--- config.mk ---
export PLATFORM = sky130hd
export DESIGN_NAME = dcfg_regbank
export DESIGN_NICKNAME = d
export VERILOG_FILES = /design/src/rtl/dcfg_pkg.sv /design/src/rtl/dcfg_size_enc.sv /design/src/rtl/dcfg_lock.sv /design/src/rtl/dcfg_shape.sv /design/src/rtl/dcfg_regbank.sv
export SDC_FILE = /design/constraint.sdc
export NUM_CORES = 2
export LEC_CHECK = 0
export ABC_AREA = 1
export CAP_MARGIN = 20
export CORE_MARGIN = 3
export CORE_UTILIZATION = 43
export CTS_CLUSTER_SIZE = 16
export DETAILED_ROUTE_END_ITERATION = 8
export PLACE_DENSITY = 0.61
export SLEW_MARGIN = 10
export SYNTH_ARGS = -nofsm -noshare
export SYNTH_HDL_FRONTEND = slang
export SYNTH_HIERARCHICAL = 1
export SYNTH_SLANG_ARGS = --single-unit
export TNS_END_PERCENT = 5
--- constraint.sdc ---
create_clock -name clk -period 6.41 [get_ports clk]
set_input_delay 0.641 -clock clk [delete_from_list [all_inputs] [get_ports clk]]
set_output_delay 0.641 -clock clk [all_outputs]
set_load 0.005 [all_outputs]
--- src/rtl/dcfg_pkg.sv ---
package dcfg_pkg;

    localparam logic [31:0] UNLOCK_KEY   = 32'hFC60_0309;
    localparam int          IX_LOCK      = 0;
    localparam int          IX_CONF      = 1;
    localparam int          IX_STAT      = 24;
    localparam int          IX_ECC       = 28;
    // bits software cannot set in the configuration word (version, done, reserved,
    // compat flag, aperture, size code)
    localparam logic [31:0] CONF_RO_MASK = 32'hF00F_C04F;
    localparam int          STAT_BUSY_B  = 0;
    localparam int          STAT_PLL_B   = 4;
    localparam int          ECC_DONE_B   = 12;
    localparam int          ECC_FAIL_B   = 13;

    typedef enum logic [1:0] {
        RK_PLAIN,
        RK_CONF,
        RK_STAT,
        RK_ECC
    } reg_kind_e;

    typedef enum logic {
        LK_SHUT,
        LK_OPEN
    } lock_state_e;

    function automatic reg_kind_e kind_of(input int idx);
        if (idx == IX_CONF)      return RK_CONF;
        else if (idx == IX_STAT) return RK_STAT;
        else if (idx == IX_ECC)  return RK_ECC;
        else                     return RK_PLAIN;
    endfunction

    function automatic logic [31:0] conf_fixed(input logic [3:0] ver, input logic [1:0] code);
        logic [31:0] w;
        w        = 32'h0008_000C;
        w[31:28] = ver;
        w[1:0]   = code;
        return w;
    endfunction

endpackage

--- src/rtl/dcfg_size_enc.sv ---
module dcfg_size_enc #(
    parameter int SIZE_W = 12
) (
    input  logic [SIZE_W-1:0] dram_mb,
    output logic [1:0]        size_code
);
    localparam logic [SIZE_W-1:0] MB128  = SIZE_W'(128);
    localparam logic [SIZE_W-1:0] MB256  = SIZE_W'(256);
    localparam logic [SIZE_W-1:0] MB512  = SIZE_W'(512);
    localparam logic [SIZE_W-1:0] MB1024 = SIZE_W'(1024);

    always_comb begin
        if (dram_mb == MB128)       size_code = 2'd0;
        else if (dram_mb == MB256)  size_code = 2'd1;
        else if (dram_mb == MB512)  size_code = 2'd2;
        else if (dram_mb == MB1024) size_code = 2'd3;
        else                        size_code = 2'd2; // unknown size falls back to 512 MB
    end
endmodule

--- src/rtl/dcfg_lock.sv ---
module dcfg_lock
    import dcfg_pkg::*;
(
    input  logic clk,
    input  logic rst_n,
    input  logic key_wr,
    input  logic key_match,
    output logic lock_open
);
    lock_state_e state_q, state_d;

    // next-state selection
    always_comb begin
        state_d = state_q;
        unique case (state_q)
            LK_SHUT: if (key_wr && key_match)  state_d = LK_OPEN; // T_UNLOCK
            LK_OPEN: if (key_wr && !key_match) state_d = LK_SHUT; // T_RELOCK
        endcase
    end

    // state register
    always_ff @(posedge clk) begin
        if (!rst_n) state_q <= LK_SHUT;
        else        state_q <= state_d;
    end

    // outputs
    always_comb begin
        unique case (state_q)
            LK_SHUT: lock_open = 1'b0;
            LK_OPEN: lock_open = 1'b1;
        endcase
    end
endmodule

--- src/rtl/dcfg_shape.sv ---
module dcfg_shape
    import dcfg_pkg::*;
#(
    parameter logic [3:0] HW_VER    = 4'd1,
    parameter bit         PLL_FORCE = 1'b1
) (
    input  reg_kind_e   kind,
    input  logic [31:0] wdata,
    input  logic [1:0]  size_code,
    output logic [31:0] shaped
);
    always_comb begin
        shaped = wdata;
        unique case (kind)
            RK_PLAIN: shaped = wdata;
            RK_CONF:  shaped = (wdata & ~CONF_RO_MASK) | conf_fixed(HW_VER, size_code);
            RK_STAT: begin
                shaped[STAT_BUSY_B] = 1'b0;
                if (PLL_FORCE) shaped[STAT_PLL_B] = 1'b1;
            end
            RK_ECC: begin
                shaped[ECC_DONE_B] = 1'b1;
                shaped[ECC_FAIL_B] = 1'b0;
            end
        endcase
    end
endmodule

--- src/rtl/dcfg_regbank.sv ---
module dcfg_regbank
    import dcfg_pkg::*;
#(
    parameter int         ADDR_W    = 12,
    parameter int         NUM_REGS  = 32,
    parameter int         SIZE_W    = 12,
    parameter logic [3:0] HW_VER    = 4'd1,
    parameter bit         PLL_FORCE = 1'b1
) (
    input  logic              clk,
    input  logic              rst_n,
    input  logic [ADDR_W-1:0] bus_addr,
    input  logic              bus_wr,
    input  logic [31:0]       bus_wdata,
    input  logic [SIZE_W-1:0] dram_mb,
    output logic [31:0]       rd_data
);
    localparam int IDX_W = ADDR_W - 2;
    localparam int SEL_W = $clog2(NUM_REGS);

    logic [IDX_W-1:0] idx;
    logic [SEL_W-1:0] sel;
    logic             in_range;
    logic             key_wr;
    logic             lock_open;
    logic             wr_accept;
    logic [1:0]       size_code;
    reg_kind_e        kind;
    logic [31:0]      shaped;
    logic [31:0]      word_q [NUM_REGS];
    logic [31:0]      rd_q;
    logic [31:0]      cfg_word, stat_word, ecc_word;

    assign idx       = bus_addr[ADDR_W-1:2];
    assign sel       = idx[SEL_W-1:0];
    assign in_range  = int'(idx) < NUM_REGS;
    assign key_wr    = bus_wr && in_range && (sel == SEL_W'(IX_LOCK));
    assign wr_accept = bus_wr && in_range && lock_open && (sel != SEL_W'(IX_LOCK));
    assign kind      = kind_of(int'(sel));

    dcfg_lock u_lock (
        .clk       (clk),
        .rst_n     (rst_n),
        .key_wr    (key_wr),
        .key_match (bus_wdata == UNLOCK_KEY),
        .lock_open (lock_open)
    );

    dcfg_size_enc #(.SIZE_W(SIZE_W)) u_size (
        .dram_mb   (dram_mb),
        .size_code (size_code)
    );

    dcfg_shape #(.HW_VER(HW_VER), .PLL_FORCE(PLL_FORCE)) u_shape (
        .kind      (kind),
        .wdata     (bus_wdata),
        .size_code (size_code),
        .shaped    (shaped)
    );

    for (genvar i = 0; i < NUM_REGS; i++) begin : g_word
        if (i == IX_LOCK) begin : g_guard
            assign word_q[i] = {31'b0, lock_open};
        end else if (i == IX_CONF) begin : g_conf
            logic [31:0] q;
            always_ff @(posedge clk) begin
                if (!rst_n)                               q <= conf_fixed(HW_VER, size_code);
                else if (wr_accept && sel == SEL_W'(i))   q <= shaped;
            end
            assign word_q[i] = q;
        end else begin : g_data
            logic [31:0] q;
            always_ff @(posedge clk) begin
                if (!rst_n)                               q <= '0;
                else if (wr_accept && sel == SEL_W'(i))   q <= shaped;
            end
            assign word_q[i] = q;
        end
    end

    always_ff @(posedge clk) begin
        if (!rst_n)        rd_q <= '0;
        else if (in_range) rd_q <= word_q[sel];
        else               rd_q <= '0;
    end

    assign rd_data   = rd_q;
    assign cfg_word  = word_q[IX_CONF];
    assign stat_word = word_q[IX_STAT];
    assign ecc_word  = word_q[IX_ECC];
endmodule

==> flow_metrics.py <==
metrics = {
    "run_status": {
        "outcome": "completed",
    },
    "sta": {
        "final.min_clock_period_ns": 4.39,
        "timing.slew.headroom": 0.243,
        "max_clock_freq_mhz": 228,
        "setup_violations": 0,
        "timing.clock.skew_ns": 0.0319,
        "layout_worst_path_cycle_share": 0.685,
        "worstMarginPinSlew_ns": 1.13,
        "drv_slew": 0,
        "final.hold.worst_slack_ns": 0.411,
        "setup_total_negative_slack_ns": 0,
        "rsz_0062_raised_after_global_routing": "false",
        "final-hold-violation-count": 0,
    },
    "global_route": {
        "grt-ovfl-total": 0,
        "globalRouteTotalUtil": 0.280,
        "grt_start_max_net_pins": 212,
        "vias_in_the_first_global_route": 47900,
        "grt_antenna_before_repair": 3,
        "grt_pass1_wl_mm": 288,
    },
    "routing": {
        "final_antenna_net_count": 0,
        "routed_wire_length_mm": 189,
        "route.met2.wl_mm": 83.5,
        "met1_length_mm": 82.5,
        "drt-pass1-iter-count": 6,
        "met3_length_mm": 16.1,
        "drt_first_iter_violations": 5314,
        "avgRoutedWirePerCell_um": 17.6,
        "num_vias": 53300,
        "viasPerCell": 4.95,
        "routed.top_layer": "met5",
        "post-route-drc-count": 0,
    },
    "final_layout": {
        "finalNetCount": 9089,
        "mostFrequentLayoutCell": "sky130_fd_sc_hd__nand2_1",
        "most-common-layout-cells": "sky130_fd_sc_hd__nand2_1 (2566), sky130_fd_sc_hd__inv_1 (2010), sky130_fd_sc_hd__nor2_1 (1665)",
        "layout.filler_cells": 13200,
        "final_core_util": 0.478,
        "drive_above_1_share": 0.0409,
        "layout-area-overhead-vs-synth_pct": 10.2,
    },
    "yosys": {
        "post_synth_and_or_nand_nor_area_fraction": 0.367,
        "synth_top_area_share": 0.375,
        "syn_nets": 9397,
        "mappedNetlistArea_um2": 54600,
        "synthXorXnorAreaFrac": 0,
        "synth.mux.area_fraction": 0,
        "post_synthesis_share_of_cell_area_spent_on_full_adders_half_adders_and_majority_gates": 0.000917,
        "register_area_share_after_synthesis": 0.376,
        "post_synthesis_compound_gate_area_fraction": 0.0680,
        "yosys.area.top_type": "sky130_fd_sc_hd__dfxtp_1",
        "yosysWarnings": 6,
        "ys_ff_latch": 1025,
        "synth_cell_type_count": 30,
        "synth_area_leaders": "sky130_fd_sc_hd__dfxtp_1 (38%), sky130_fd_sc_hd__nand2_1 (18%), sky130_fd_sc_hd__inv_1 (14%)",
        "synth_cells": 9334,
        "combinational_family_with_the_most_area_after_synthesis": "simple AND/OR/NAND/NOR gates",
        "synth_area_per_cell_um2": 5.85,
    },
    "clock_tree": {
        "clockBufferDepth": 3,
        "cts_tree": "yes",
        "cts_resized": 0,
        "worstSkewPairLatency_ns": 0.72,
        "ctsHtreeMaxLevel": 3,
        "cts_hold_repair.buffers": 0,
        "clock-root-buffer": "sky130_fd_sc_hd__clkbuf_16",
        "cts.reportedPaths.clkPinSlew_ns": 0.06,
        "post-cts-setup-buffers": 0,
        "cts.sink_count": 1025,
        "cts_made_buffers": 118,
    },
    "die": {
        "start_util": 0.434,
        "dieHeight_um": 362,
        "coreArea_um2": 126000,
        "floorplan.io_pins": 91,
        "num_rows": 130,
        "die_boundary_width_um": 362,
        "floorplan.die_area_um2": 131000,
    },
    "power_and_ir_drop": {
        "power.leakage_nw": 28.3,
        "power.density_nw_per_um2": 235,
        "max-vdd-ir-drop_v": 0.000187,
    },
    "setup_path": {
        "worstSetupPathType": "in -> reg",
        "critical_path.max_fanout": 17,
        "cp_data_required_time_ns": 6.84,
        "crit_path_end_kind": "flip-flop",
        "wp_data_arrival_ns": 4.82,
        "cp-start-kind": "input port",
    },
    "placement": {
        "numPortBuffers": 88,
        "detailed_place_hpwl_mm": 103,
        "finalWeightedCongestion": 0.848,
    },
    "job": {
        "maxCapViolations": 0,
    },
    "worst_hold_path": {
        "hp-class": "in -> reg",
    },
}
[critical path, cell delays in order]
cell	delay, ns
sky130_fd_sc_hd__clkdlybuf4s50_1	0.84
sky130_fd_sc_hd__nand2_1	0.56
sky130_fd_sc_hd__nor3_1	0.46
sky130_fd_sc_hd__or2_2	0.27
sky130_fd_sc_hd__inv_1	0.06
sky130_fd_sc_hd__ha_1	0.29
sky130_fd_sc_hd__inv_1	0.05
sky130_fd_sc_hd__nand3_1	0.05
sky130_fd_sc_hd__nand2_1	0.50
sky130_fd_sc_hd__inv_1	0.86
sky130_fd_sc_hd__o21ai_0	0.21
[through the flow]
stage	cell area (um^2)	setup slack, ns	instances	total power, W
global route	60100	1.86	10800	0.0146
floorplan	54600	3.20	9334	0.00699
CTS	60100	2.20	10800	0.0143
global placement	56100	1.48	10600	0.00735
detailed placement	56200	1.43	10600	0.00735
finish	60200	2.02	10800	0.0142
[Yosys cell counts]
| cell type | n |
|---|---|
| sky130_fd_sc_hd__nand2_1 | 2584 |
| sky130_fd_sc_hd__inv_1 | 2010 |
| sky130_fd_sc_hd__nor2_1 | 1673 |
| sky130_fd_sc_hd__dfxtp_1 | 1023 |
| sky130_fd_sc_hd__o21ai_0 | 581 |
| sky130_fd_sc_hd__nand4_1 | 514 |
| sky130_fd_sc_hd__clkbuf_1 | 400 |
| sky130_fd_sc_hd__buf_2 | 159 |
| sky130_fd_sc_hd__nand3_1 | 112 |
| sky130_fd_sc_hd__a21oi_1 | 102 |
| sky130_fd_sc_hd__buf_1 | 66 |
| sky130_fd_sc_hd__a22oi_1 | 32 |
| sky130_fd_sc_hd__buf_4 | 15 |
| sky130_fd_sc_hd__nor2_2 | 11 |
| sky130_fd_sc_hd__nor3_1 | 10 |
| sky130_fd_sc_hd__o21bai_1 | 7 |
| sky130_fd_sc_hd__or2_2 | 7 |
| sky130_fd_sc_hd__inv_2 | 6 |
| sky130_fd_sc_hd__nor3_2 | 5 |
| sky130_fd_sc_hd__ha_1 | 4 |
| sky130_fd_sc_hd__edfxtp_1 | 2 |
| sky130_fd_sc_hd__nand2_2 | 2 |
| sky130_fd_sc_hd__nor4_1 | 2 |
| sky130_fd_sc_hd__and2_1 | 1 |
| sky130_fd_sc_hd__buf_6 | 1 |
| sky130_fd_sc_hd__inv_4 | 1 |
| sky130_fd_sc_hd__nand3_2 | 1 |
| sky130_fd_sc_hd__nand3b_1 | 1 |
| sky130_fd_sc_hd__nor2_4 | 1 |
| sky130_fd_sc_hd__nor3b_2 | 1 |
[state kept, by name, summed over array words and instances (netlist names), named ones only]
| name | count |
|---|---|
| ecc_word | 32 |
| cfg_word | 32 |
| rd_data | 32 |
| g_word.g_data.q | 928 |
[cell type report]
type / instances / area [um^2] / area share
Timing Repair Buffer: 213 / 1990 / 0.0331
Antenna cell: 7 / 17.5 / 0.000291
Tap cell: 1650 / 2060 / 0.0343
Inverter: 2017 / 7570 / 0.126
Multi-Input combinational cell: 5651 / 24000 / 0.400
Sequential cell: 1025 / 20500 / 0.341
Clock buffer: 185 / 3490 / 0.0579
Clock inverter: 27 / 445 / 0.00740
[report_power, final]
part           total, W  switching, W  internal, W
registers       0.00638   0.000000908      0.00637
logic          0.000858      0.000692     0.000166
clock network   0.00693       0.00279      0.00414
[logic make-up after synthesis]
logic type / after synthesis
compound gates: 722
fa+ha+maj: 4
buf+inv: 2658
flops: 1025
simple gates: 4925
[path summary, 6_finish.rpt]
kind,startpoint,to,slack [ns],depth (start not counted)
worst min-delay path,rst_n,g_word[30].g_data.q[26],0.41,3
worst max-delay path,bus_addr[5],cfg_word[0],2.02,11
worst max register to register,flip-flop,g_word[14].g_data.q[6],3.22,7
worst min register to register,cfg_word[19],cfg_word[19],0.47,2
[metal layers]
metal  vias to the layer above  GRT usage
met5                         -          0
met4                         2      0.104
met3                       364     0.0437
met2                      1995      0.449
met1                     24100      0.380
li1                      26900          -
Power figures use the tool's default switching activity.
